File: config.mk
export PLATFORM = sky130hd
export DESIGN_NAME = intrusion_guard
export DESIGN_NICKNAME = d
export VERILOG_FILES = /design/src/rtl/intrusion_pkg.sv /design/src/rtl/intrusion_filter.sv /design/src/rtl/intrusion_pulse.sv /design/src/rtl/intrusion_guard.sv
export SDC_FILE = /design/constraint.sdc
export NUM_CORES = 1
export LEC_CHECK = 0
export ABC_AREA = 1
export BUFFER_PORTS_ARGS = -buffer_cell sky130_fd_sc_hd__buf_2
export CORE_MARGIN = 5
export CORE_UTILIZATION = 30
export DETAILED_ROUTE_END_ITERATION = 8
export MAX_ROUTING_LAYER = met4
export SLEW_MARGIN = 40
export SYNTH_ARGS = -nofsm -noshare
export SYNTH_HDL_FRONTEND = slang
export SYNTH_SLANG_ARGS = --single-unit
File: constraint.sdc
create_clock -name clk -period 1.45 [get_ports clk]
set_clock_uncertainty 0.15 [all_clocks]
set_input_delay 0.145 -clock clk [delete_from_list [all_inputs] [get_ports clk]]
set_output_delay 0.145 -clock clk [all_outputs]
set_load 0.01 [all_outputs]
File: src/rtl/intrusion_pkg.sv
package intrusion_pkg;
  localparam int REG_W       = 8;
  localparam int CFG_EN_BIT  = 1;  // interrupt enable in configuration register
  localparam int CFG_CMD_BIT = 6;  // self-clearing reset command, configuration register
  localparam int CLR_CMD_BIT = 7;  // self-clearing reset command, clear register
  localparam int CLR_STS_BIT = 0;  // status bit in clear register read value
endpackage

File: src/rtl/intrusion_filter.sv
module intrusion_filter #(
  parameter int DEB_CYC = 8
) (
  input  logic clk,
  input  logic rst,
  input  logic raw,
  output logic level
);
  localparam int CW = $clog2(DEB_CYC + 1);

  logic         s1, s2;
  logic [CW-1:0] cnt;

  always_ff @(posedge clk) begin
    if (rst) begin
      s1 <= 1'b0;
      s2 <= 1'b0;
    end else begin
      s1 <= raw;
      s2 <= s1;
    end
  end

  always_ff @(posedge clk) begin
    if (rst) begin
      cnt   <= '0;
      level <= 1'b0;
    end else if (s2 == level) begin
      cnt <= '0;
    end else if (cnt == CW'(DEB_CYC - 1)) begin
      cnt   <= '0;
      level <= s2;
    end else begin
      cnt <= cnt + 1'b1;
    end
  end
endmodule

File: src/rtl/intrusion_pulse.sv
module intrusion_pulse #(
  parameter int PULSE_TICKS = 450
) (
  input  logic clk,
  input  logic rst,
  input  logic start,
  input  logic tick,
  output logic active
);
  localparam int CW = $clog2(PULSE_TICKS + 1);

  logic [CW-1:0] cnt;

  always_ff @(posedge clk) begin
    if (rst) begin
      active <= 1'b0;
      cnt    <= '0;
    end else if (start) begin
      active <= 1'b1;
      cnt    <= '0;
    end else if (active && tick) begin
      if (cnt == CW'(PULSE_TICKS)) active <= 1'b0;
      else                         cnt    <= cnt + 1'b1;
    end
  end
endmodule

File: src/rtl/intrusion_guard.sv
module intrusion_guard
  import intrusion_pkg::*;
#(
  parameter int PULSE_TICKS = 450,
  parameter int DEB_CYC     = 8
) (
  input  logic             clk,
  input  logic             rst,
  input  logic             tick,
  input  logic             pin_in,
  output logic             pin_pull_low,
  input  logic             cfg_wr,
  input  logic             clr_wr,
  input  logic [REG_W-1:0] wr_data,
  output logic [REG_W-1:0] cfg_rd,
  output logic [REG_W-1:0] clr_rd,
  output logic             status,
  output logic             irq
);
  logic level, start, active;
  logic en_q, en_d, sts_d, irq_q;

  assign start = (cfg_wr && wr_data[CFG_CMD_BIT]) || (clr_wr && wr_data[CLR_CMD_BIT]);

  intrusion_filter #(.DEB_CYC(DEB_CYC)) i_filter (
    .clk(clk), .rst(rst), .raw(pin_in), .level(level)
  );

  intrusion_pulse #(.PULSE_TICKS(PULSE_TICKS)) i_pulse (
    .clk(clk), .rst(rst), .start(start), .tick(tick), .active(active)
  );

  assign en_d  = cfg_wr ? wr_data[CFG_EN_BIT] : en_q;
  assign sts_d = level && !(active || start);

  always_ff @(posedge clk) begin
    if (rst) begin
      en_q   <= 1'b0;
      status <= 1'b0;
      irq_q  <= 1'b0;
    end else begin
      en_q   <= en_d;
      status <= sts_d;
      irq_q  <= sts_d && en_d;
    end
  end

  assign irq          = irq_q;
  assign pin_pull_low = active;

  always_comb begin
    cfg_rd              = '0;
    cfg_rd[CFG_EN_BIT]  = en_q;
    clr_rd              = '0;
    clr_rd[CLR_STS_BIT] = status;
  end
endmodule

==> results.cfg, run 1 <==
[sta]
fmax_ghz = 0.7076
setup_tns_ns = 0
whs_ns = 0.009892
setup_slack_ns = 0.03686
fin_crit_sh_pct = 97.46
setup_viol = 0
rsz0062_at_grt = true
layout_min_cycle_time_ns = 1.413
final_hold_viol_count = 0
slew_violations = 0

[cells_and_area]
num_antenna_cells = 0
layout.cells.non_filler = 234
area_growth_pct = 27.46
drive_gt1_share_pct = 26.88
register_area_um2 = 409.1
multi_input_area_um2 = 683.2
layout.nets = 204
n_fill_cell = 381

[yosys]
yosys-top-cells-count = 46 x nand2_1, 26 x nor2_1, 20 x dfxtp_1, 16 x buf_4, 16 x inv_1
yosysSeqAreaShare_pct = 35.71
synth.most_common_cell = nand2_1
synth_edf_count = 0
synth_seq_cells = 20
yosysTopAreaCell = dfxtp_1
avgSynthCellArea_um2 = 6.713
async_flop_share_pct = 0
synth_top_area_share_pct = 35.71
ys.flop_type = dfxtp_1
ys_types = 22
netlist_instances = 167
synth_area_um2 = 1121
ys_warn_count = 0
synthTopCellsByArea = dfxtp_1 36%, nand2_1 15%, buf_4 11%, nor2_1 8.7%, inv_1 5.4%

[clock_network]
clock_latency_ns = 0.26
cts_buffer_depth = 2
cts_num_sinks = 20
htree_levels = 1
cts_tree = done
clk_pin_slew_ns = 0.08
cts-root-buf = clkbuf_8
cts_buffers = 3

[die]
core_um2 = 3633
io_pins = 33
dieArea_um2 = 5059
die_h_um = 71.13
rows = 22
initial_core_util_pct = 30.85
die_w_um = 71.13

[setup_path]
critPathMaxFanout = 6
cpLargestDelayFamily = simple AND/OR/NAND/NOR gates
cp_cell_sequence = inv_4 -> ha_4 -> nand2_4 -> nor2_4 -> nand2_4 -> nand2_8 -> nand2_2 -> a21oi_2
crit_buf_inv = 1
cp_data_arrival_time_ns = 1.46
crit_type = flip-flop to flip-flop
end_kind = flip-flop
critPathMostFrequentCell = nand2_4
required_ns = 1.50
crit_start = i_pulse.cnt[0]
cp_slowest_cell = dfxtp_4
rr_startpoint = i_pulse.cnt[0]
cp-start-kind = flip-flop
max_stage_delay_ns = 0.37

[placement]
hpwl_mm = 1.582
pre_cts_ws_ns = -0.05466
gp_congestion = 0.8924
dp_cells = 225
numPortBuffers = 13

[power_and_ir_drop]
p_leak_nw = 0.5889
peakVddDrop_mv = 0.4893
report.power.total_mw = 1.238
p_per_area_nw_per_um2 = 866.4

[global_routing]
grt_pass1_wl_mm = 3.746
grt_max_degree = 13
antenna_found_initial = 0
gr-total-overflow = 0
grt_usage_pct = 9.195
grt_pass1_vias = 877

[hold_path]
min-delay-start = wr_data[1]
hp-class = input pin to flip-flop

[drt]
wl_per_cell_um = 10.20
drtIter0Drc = 30
via_count = 1010
drt_first_pass_iters = 4
postRouteWirelength_mm = 2.387
drcViolationCount = 0
routed_via_density = 4.316
drtAntennaViolNets = 0

[status]
outcome = complete, no violations

[job]
drv_cap = 0
kinds of logic (layout without fill, tap and decap cells):
group                    after synthesis  after routing  synth area share [%]
buffers and inverters                 37             42                 18.53
other                                  1             14                0.3345
XOR/XNOR                               2              2                 1.563
AND/OR/NAND/NOR                       94             95                 36.05
adder cells (fa/ha/maj)                3              3                 3.349
flip-flops                            20             20                 35.71
AO/OA/AOI/OAI                         10             10                 4.464
per-layer routing:
metal,vias up,part of all wire (%),GRT usage (%)
met5,-,0,-
met4,0,1.5,3.758
met3,5,6.2,1.420
met2,32,49,15.14
met1,448,44,11.16
li1,525,-,-
worst register-to-register path: cells and delay by family (launching register included):
kind,cells,cell delay (ns)
DFF,1,0.37
and+or+nand+nor,5,0.50
AOI/OAI and AO/OA,1,0.13
buffers and inverters,1,0.06
adders and majority gates,1,0.14
sequential cells by signal (all words and copies together) (netlist names):
register        cells
en_q                1
i_pulse.cnt         9
i_pulse.active      1
irq                 1
i_filter.cnt        4
i_filter.s2         1
i_filter.s1         1
i_filter.level      1
status              1
final cells by class:
type	count	area share [%]
multi-input combinational	124	47.81
inverter	19	5.517
timing repair buffer	19	8.844
sequential	20	28.63
clock inverter	1	2.102
clock buffer	3	2.890
tap	48	4.203
power breakdown:
group / leakage, nW / internal, mW / switching (mW)
logic: 0.389 / 0.0398 / 0.0713
registers: 0.164 / 0.556 / 0.00895
clock network: 0.0357 / 0.368 / 0.193
cells in the final DEF, fill, tap and decap left out, drive strengths merged:
| cell | n |
|---|---|
| nor4 | 1 |
| conb | 14 |
| clkinvlp | 1 |
| nor3 | 4 |
| inv | 17 |
| o21ai | 2 |
| dlygate4sd3 | 4 |
| buf | 15 |
| nand4 | 2 |
| dfxtp | 20 |
| nand3 | 11 |
| clkinv | 1 |
| a21oi | 8 |
| clkbuf | 3 |
| ha | 3 |
| bufinv | 1 |
| nor2 | 28 |
| nand2 | 49 |
| xor2 | 2 |
metrics by stage:
stage          cell area [µm²]  utilization [%]
5_1_grt                   1429            39.33
4_1_cts                   1306            35.95
3_3_place_gp              1175            32.33
3_5_place_dp              1175            32.33
2_1_floorplan             1170                -
6_report                  1429            39.33
path summary, 6_finish.rpt:
check | end | cells past startpoint | slack (ns)
min reg2reg | i_filter.s2 | 2 | 0.26
max reg2reg | i_pulse.cnt[3] | 8 | 0.04
min | en_q | 3 | 0.01
max | i_pulse.cnt[3] | 8 | 0.04
repair_timing:
action	4_1_cts	5_1_grt
hold endpoints to repair	3	0
gates cloned	1	0
setup buffers	0	1
hold buffers	4	0
pin swaps	2	13
setup endpoints to repair	9	11
resized for setup	5	31
(Power assumes the default switching activity.)
==> run 2: changes to the inputs <==
CORE_UTILIZATION = 45   (was 30)
PLACE_DENSITY = 0.74   (was unset)
==> run 2 against run 1 <==
Die area fell by 29%; global-route usage rose by 5.0 points; critical path type unchanged; routed wire length rose by 3.8%; non-clock buffer count did not move; via count rose by 3.8%; sequential cell count did not move; worst hold slack improved by 0.019 ns; combinational power fell by 5%; clock power fell by 17%; largest cell class unchanged; register-to-register slack barely moved; final area fell by 6.3%.
==> results.cfg, run 2 (synthesis gave the netlist of run 1 again) <==
[status]
outcome = complete, no violations

[cells_and_area]
largestRegisters = i_pulse.cnt: 9 flops, i_filter.cnt: 4 flops
final_common_cell = nand2_1
top_register = i_pulse.cnt
final_cell_mix = 43 x nand2_1, 22 x nor2_1, 17 x dfxtp_1
layout.cells.non_filler = 216
finalInstanceArea_um2 = 1339
largest_register_ffs = 9
drive_gt1_share_pct = 23.66
num_antenna_cells = 0
area_growth_pct = 19.42
layout.nets = 204

[placement]
dp_cells = 206
numPortBuffers = 13
hpwl_mm = 1.554
postPlaceCellArea_um2 = 1145
gp_congestion = 0.8861

[power_and_ir_drop]
report.power.total_mw = 1.140
p_per_area_nw_per_um2 = 851.8
p_leak_nw = 0.5733
peakVddDrop_mv = 0.6869

[clock_network]
clock_latency_ns = 0.31
cts-root-buf = clkbuf_4
cts_buffer_depth = 2
htree_levels = 1
cts_tree = done
cts_num_sinks = 20
clk_pin_slew_ns = 0.12
cts_buffers = 3

[global_routing]
grt_pass1_vias = 973
gr-total-overflow = 0
grt_pass1_wl_mm = 3.850
antenna_found_initial = 0
grt_usage_pct = 14.24
grt_max_degree = 13

[setup_path]
cp_data_arrival_time_ns = 1.51
r2r_slack_ns = 0.04
required_ns = 1.55
crit_type = flip-flop to flip-flop
end_kind = flip-flop
critPathMaxFanout = 6
cp-start-kind = flip-flop

[sta]
slew_violations = 0
fin_crit_sh_pct = 97.47
setup_viol = 0
layout_min_cycle_time_ns = 1.413
setup_tns_ns = 0
fmax_ghz = 0.7076
rsz0062_at_grt = true
final_hold_viol_count = 0

[die]
initial_core_util_pct = 46.09
die_w_um = 59.91
dieArea_um2 = 3589
io_pins = 33
die_h_um = 59.91
rows = 18
core_um2 = 2432

[drt]
postRouteWirelength_mm = 2.478
via_count = 1048
routed_via_density = 4.852
wl_per_cell_um = 11.47
drtAntennaViolNets = 0
drcViolationCount = 0
drt_first_pass_iters = 4
drtIter0Drc = 32

[job]
drv_cap = 0

[hold_path]
hp-class = input pin to flip-flop
-- run 2: cell count changes in the layout (fill, tap and decap cells not counted), moves of 2 or more --
cell      before  now
clkbuf_4       0    3
clkbuf_8       3    0
nand2_1       40   43
nand2_2        5    3
nand3_1        8   11
nand3_2        3    0
nor2_2         1    3
-- run 2: path summary, 6_finish.rpt --
path / start / end / cells after the start
max: i_pulse.cnt[0] / i_pulse.cnt[0] / 8
min: cfg_wr / irq / 3
max reg2reg: i_pulse.cnt[0] / i_pulse.cnt[0] / 8
min reg2reg: i_filter.s1 / i_filter.s2 / 2
-- run 2: where the power goes --
part | internal [mW] | total [mW] | switching [mW]
Sequential | 0.557 | 0.566 | 0.00914
Combinational | 0.0372 | 0.106 | 0.0692
Clock | 0.280 | 0.468 | 0.188
Total | 0.874 | 1.14 | 0.267
-- run 2: stage by stage --
step | util (%) | setup WS (ns) | hold slack, ns
floorplan | - | 0.09731 | 0.1020
global placement | 47.07 | -0.02699 | 0.2038
detailed placement | 47.07 | -0.05908 | 0.2199
CTS | 51.49 | 0.005921 | 0.01779
global route | 55.04 | -0.05998 | 0.02911
finish | 55.04 | 0.03674 | 0.02920
-- run 2: per-layer routing --
metal,global-route usage (%),share of wire [%],routed length [µm]
met1,15.97,40,997
met2,23.46,49,1222
met3,2.808,7.5,186
met4,7.911,2.9,72
met5,-,0,0
-- run 2: area by class of cell --
type	instances	area [µm²]
fill	218	1094
tap	30	37.54
clock inverter	1	30.03
inverter	19	78.83
multi-input combinational	124	640.6
sequential	20	409.1
timing repair buffer	19	120.1
clock buffer	3	22.52
-- run 2: critical path, cell delays in order, from the launching register on --
cell and delay [ns]:
dfxtp_4 0.39, inv_4 0.06, ha_4 0.13, nand2_4 0.05, nor2_4 0.15, nand2_4 0.10
nand2_4 0.12, nand2_1 0.06, a21oi_1 0.13
-- run 2: timing repair --
| action | 4_1_cts | 5_1_grt |
|---|---|---|
| cloned | 1 | 0 |
| endpoints found under the hold margin | 6 | 0 |
| setup endpoints to repair | 4 | 10 |
| pin swaps | 2 | 10 |
| gates resized for setup | 3 | 23 |
| hold buffers | 4 | 0 |
| buffers inserted | 0 | 1 |
==> run 3: changes to the inputs <==
ABC_AREA = unset   (was 1)
CORE_ASPECT_RATIO = 0.75   (was unset)
CORE_UTILIZATION = 48   (was 45)
PLACE_DENSITY = 0.77   (was 0.74)
clock period = 1.4 ns   (was 1.45 ns; I/O delays follow)
==> run 3 against run 2 <==
The run now ends with negative setup slack left; fmax decreased by 7.9%; synthesized cell count decreased by 35%; via count decreased by 18%; combinational power increased by 10%; first-iteration DRC count decreased by 75%; sequential share of layout area decreased by 0.61 points; non-clock buffer count increased by 17; final area increased by 3.3%; critical path type unchanged.
==> results.cfg, run 3 <==
[yosys]
netlist_instances = 108
synthTopCellsByArea = dfxtp_1 40%, buf_4 12%, a21oi_1 4.0%, ha_1 3.8%, nor2_1 3.8%
ys_types = 31
avgSynthCellArea_um2 = 9.175
yosysTopAreaCell = dfxtp_1
ys_warn_count = 0
yosysSeqAreaShare_pct = 40.40
synth_top_area_share_pct = 40.40
synth.most_common_cell = dfxtp_1
synth_edf_count = 0
yosys-top-cells-count = 20 x dfxtp_1, 16 x buf_4, 10 x nor2_1, 8 x a21oi_1
ys.flop_type = dfxtp_1
synth_area_um2 = 991.0
synth_seq_cells = 20
async_flop_share_pct = 0

[placement]
hpwl_mm = 1.550
numPortBuffers = 13
gp_congestion = 0.7740
pre_cts_ws_ns = -0.1501
postPlaceCellArea_um2 = 1147

[setup_path]
crit_type = flip-flop to flip-flop
critPathMaxFanout = 2
cp_data_arrival_time_ns = 1.58
cp-start-kind = flip-flop
required_ns = 1.44
r2r_slack_ns = -0.13
end_kind = flip-flop

[status]
violations = negative setup slack
outcome = finished with violations

[drt]
wl_met2_mm = 1.153
routed_via_density = 5.113
dr_wl_met3_um = 115
drtIter0Drc = 8
via_count = 859
drcViolationCount = 0
drtAntennaViolNets = 0
postRouteWirelength_mm = 2.300
topRoutingLayerUsed = met4
met1_length_um = 988
wl_per_cell_um = 13.69
drt_first_pass_iters = 4

[sta]
rsz0062_at_grt = true
slew_violations = 0
setup_slack_ns = -0.1337
layout_min_cycle_time_ns = 1.534
final_hold_viol_count = 0
fmax_ghz = 0.6520
fin_crit_sh_pct = 109.5
setup_tns_ns = -0.5018
setup_viol = 7

[cells_and_area]
finalInstanceArea_um2 = 1383
area_growth_pct = 39.52
largestRegisters = i_pulse.cnt: 9 flops, i_filter.cnt: 4 flops
postLayoutCoreUtil_pct = 69.85
num_antenna_cells = 0
final_common_cell = buf_4
largest_register_ffs = 9
layout.nets = 162
drive_gt1_share_pct = 49.31
final_cell_mix = 18 x buf_4, 14 x conb_1, 13 x dfxtp_1, 13 x buf_2
top_register = i_pulse.cnt

[clock_network]
cts_tree = done
clock_latency_ns = 0.29
cts_num_sinks = 20
cts-root-buf = clkbuf_4
clk_pin_slew_ns = 0.11
cts_buffer_depth = 2
cts_buffers = 3
htree_levels = 1

[global_routing]
antenna_found_initial = 0
grt_pass1_vias = 880
gr-total-overflow = 0
grt_usage_pct = 14.50
grt_pass1_wl_mm = 3.546
grt_max_degree = 12

[power_and_ir_drop]
p_leak_nw = 0.5480
p_per_area_nw_per_um2 = 744.6
report.power.total_mw = 1.029
peakVddDrop_mv = 0.8251

[die]
rows = 14
die_w_um = 62.47
die_h_um = 49.35
core_um2 = 1979
initial_core_util_pct = 50.06
dieArea_um2 = 3083
io_pins = 33

[job]
drv_cap = 0

[hold_path]
hp-class = input pin to flip-flop
-- run 3: changes by cell type after synthesis, moves of 3 or more --
cell     delta
inv_1      -13
nand2_1    -40
nand3_1     -5
nor2_1     -16
nor3_1      -3
or3_1       +3
-- run 3: final cells by class --
class / instances / area [µm²]
fillers: 139 / 596.8
multi-input cells: 81 / 639.4
inverters: 3 / 11.26
well taps: 24 / 30.03
clock buffers: 4 / 36.28
repair buffers: 36 / 251.5
flip-flops and latches: 20 / 414.1
-- run 3: path summary, 6_finish.rpt --
path                        from             end  cells after the start
setup / recovery  i_pulse.cnt[0]  i_pulse.cnt[1]                      5
hold / removal            cfg_wr            en_q                      3
setup reg to reg  i_pulse.cnt[0]  i_pulse.cnt[1]                      5
hold reg to reg      i_filter.s1     i_filter.s2                      1
-- run 3: routing by layer --
metal / track usage (%) / up-vias
met4: 3.534 / 0
met1: 16.57 / 404
met2: 24.66 / 26
met3: 4.608 / 4
met5: - / -
li1: - / 425
-- run 3: repair_timing --
| item | 4_1_cts | 5_1_grt |
|---|---|---|
| resized for setup | 16 | 15 |
| endpoints found under the hold margin | 5 | 0 |
| endpoints found under the setup margin | 12 | 14 |
| hold buffers | 4 | 0 |
| setup buffers | 3 | 1 |
| pin swaps | 10 | 5 |
-- run 3: power by group --
group          switching (mW)  leakage, nW  internal, mW
registers             0.00599        0.166         0.575
logic                  0.0672        0.361        0.0502
clock network           0.173       0.0210         0.158
total                   0.246        0.548         0.783
-- run 3: cell families after synthesis --
| group | count (synthesis) | share of synthesized area, % |
|---|---|---|
| and+or+nand+nor | 40 | 24.62 |
| DFF | 20 | 40.40 |
| buffers and inverters | 20 | 13.64 |
| AOI/OAI and AO/OA | 17 | 10.23 |
| muxes | 4 | 4.293 |
| adders and majority gates | 3 | 3.788 |
| xor gates and xnor gates | 3 | 2.652 |
| other | 1 | 0.3784 |
-- run 3: per-stage QoR --
| step | hold slack [ns] | std cells |
|---|---|---|
| finish | 0.04844 | 168 |
| global route | 0.02807 | 168 |
| floorplan | 0.05948 | 121 |
| global placement | 0.2042 | 156 |
| CTS | 0.02983 | 167 |
| detailed placement | 0.2171 | 156 |
-- run 3: worst max-delay path, cell delays in order (launching register included) --
cell	delay, ns
dfxtp_2	0.35
inv_2	0.05
ha_4	0.14
and4b_1	0.21
a21oi_2	0.21
mux2_4	0.32
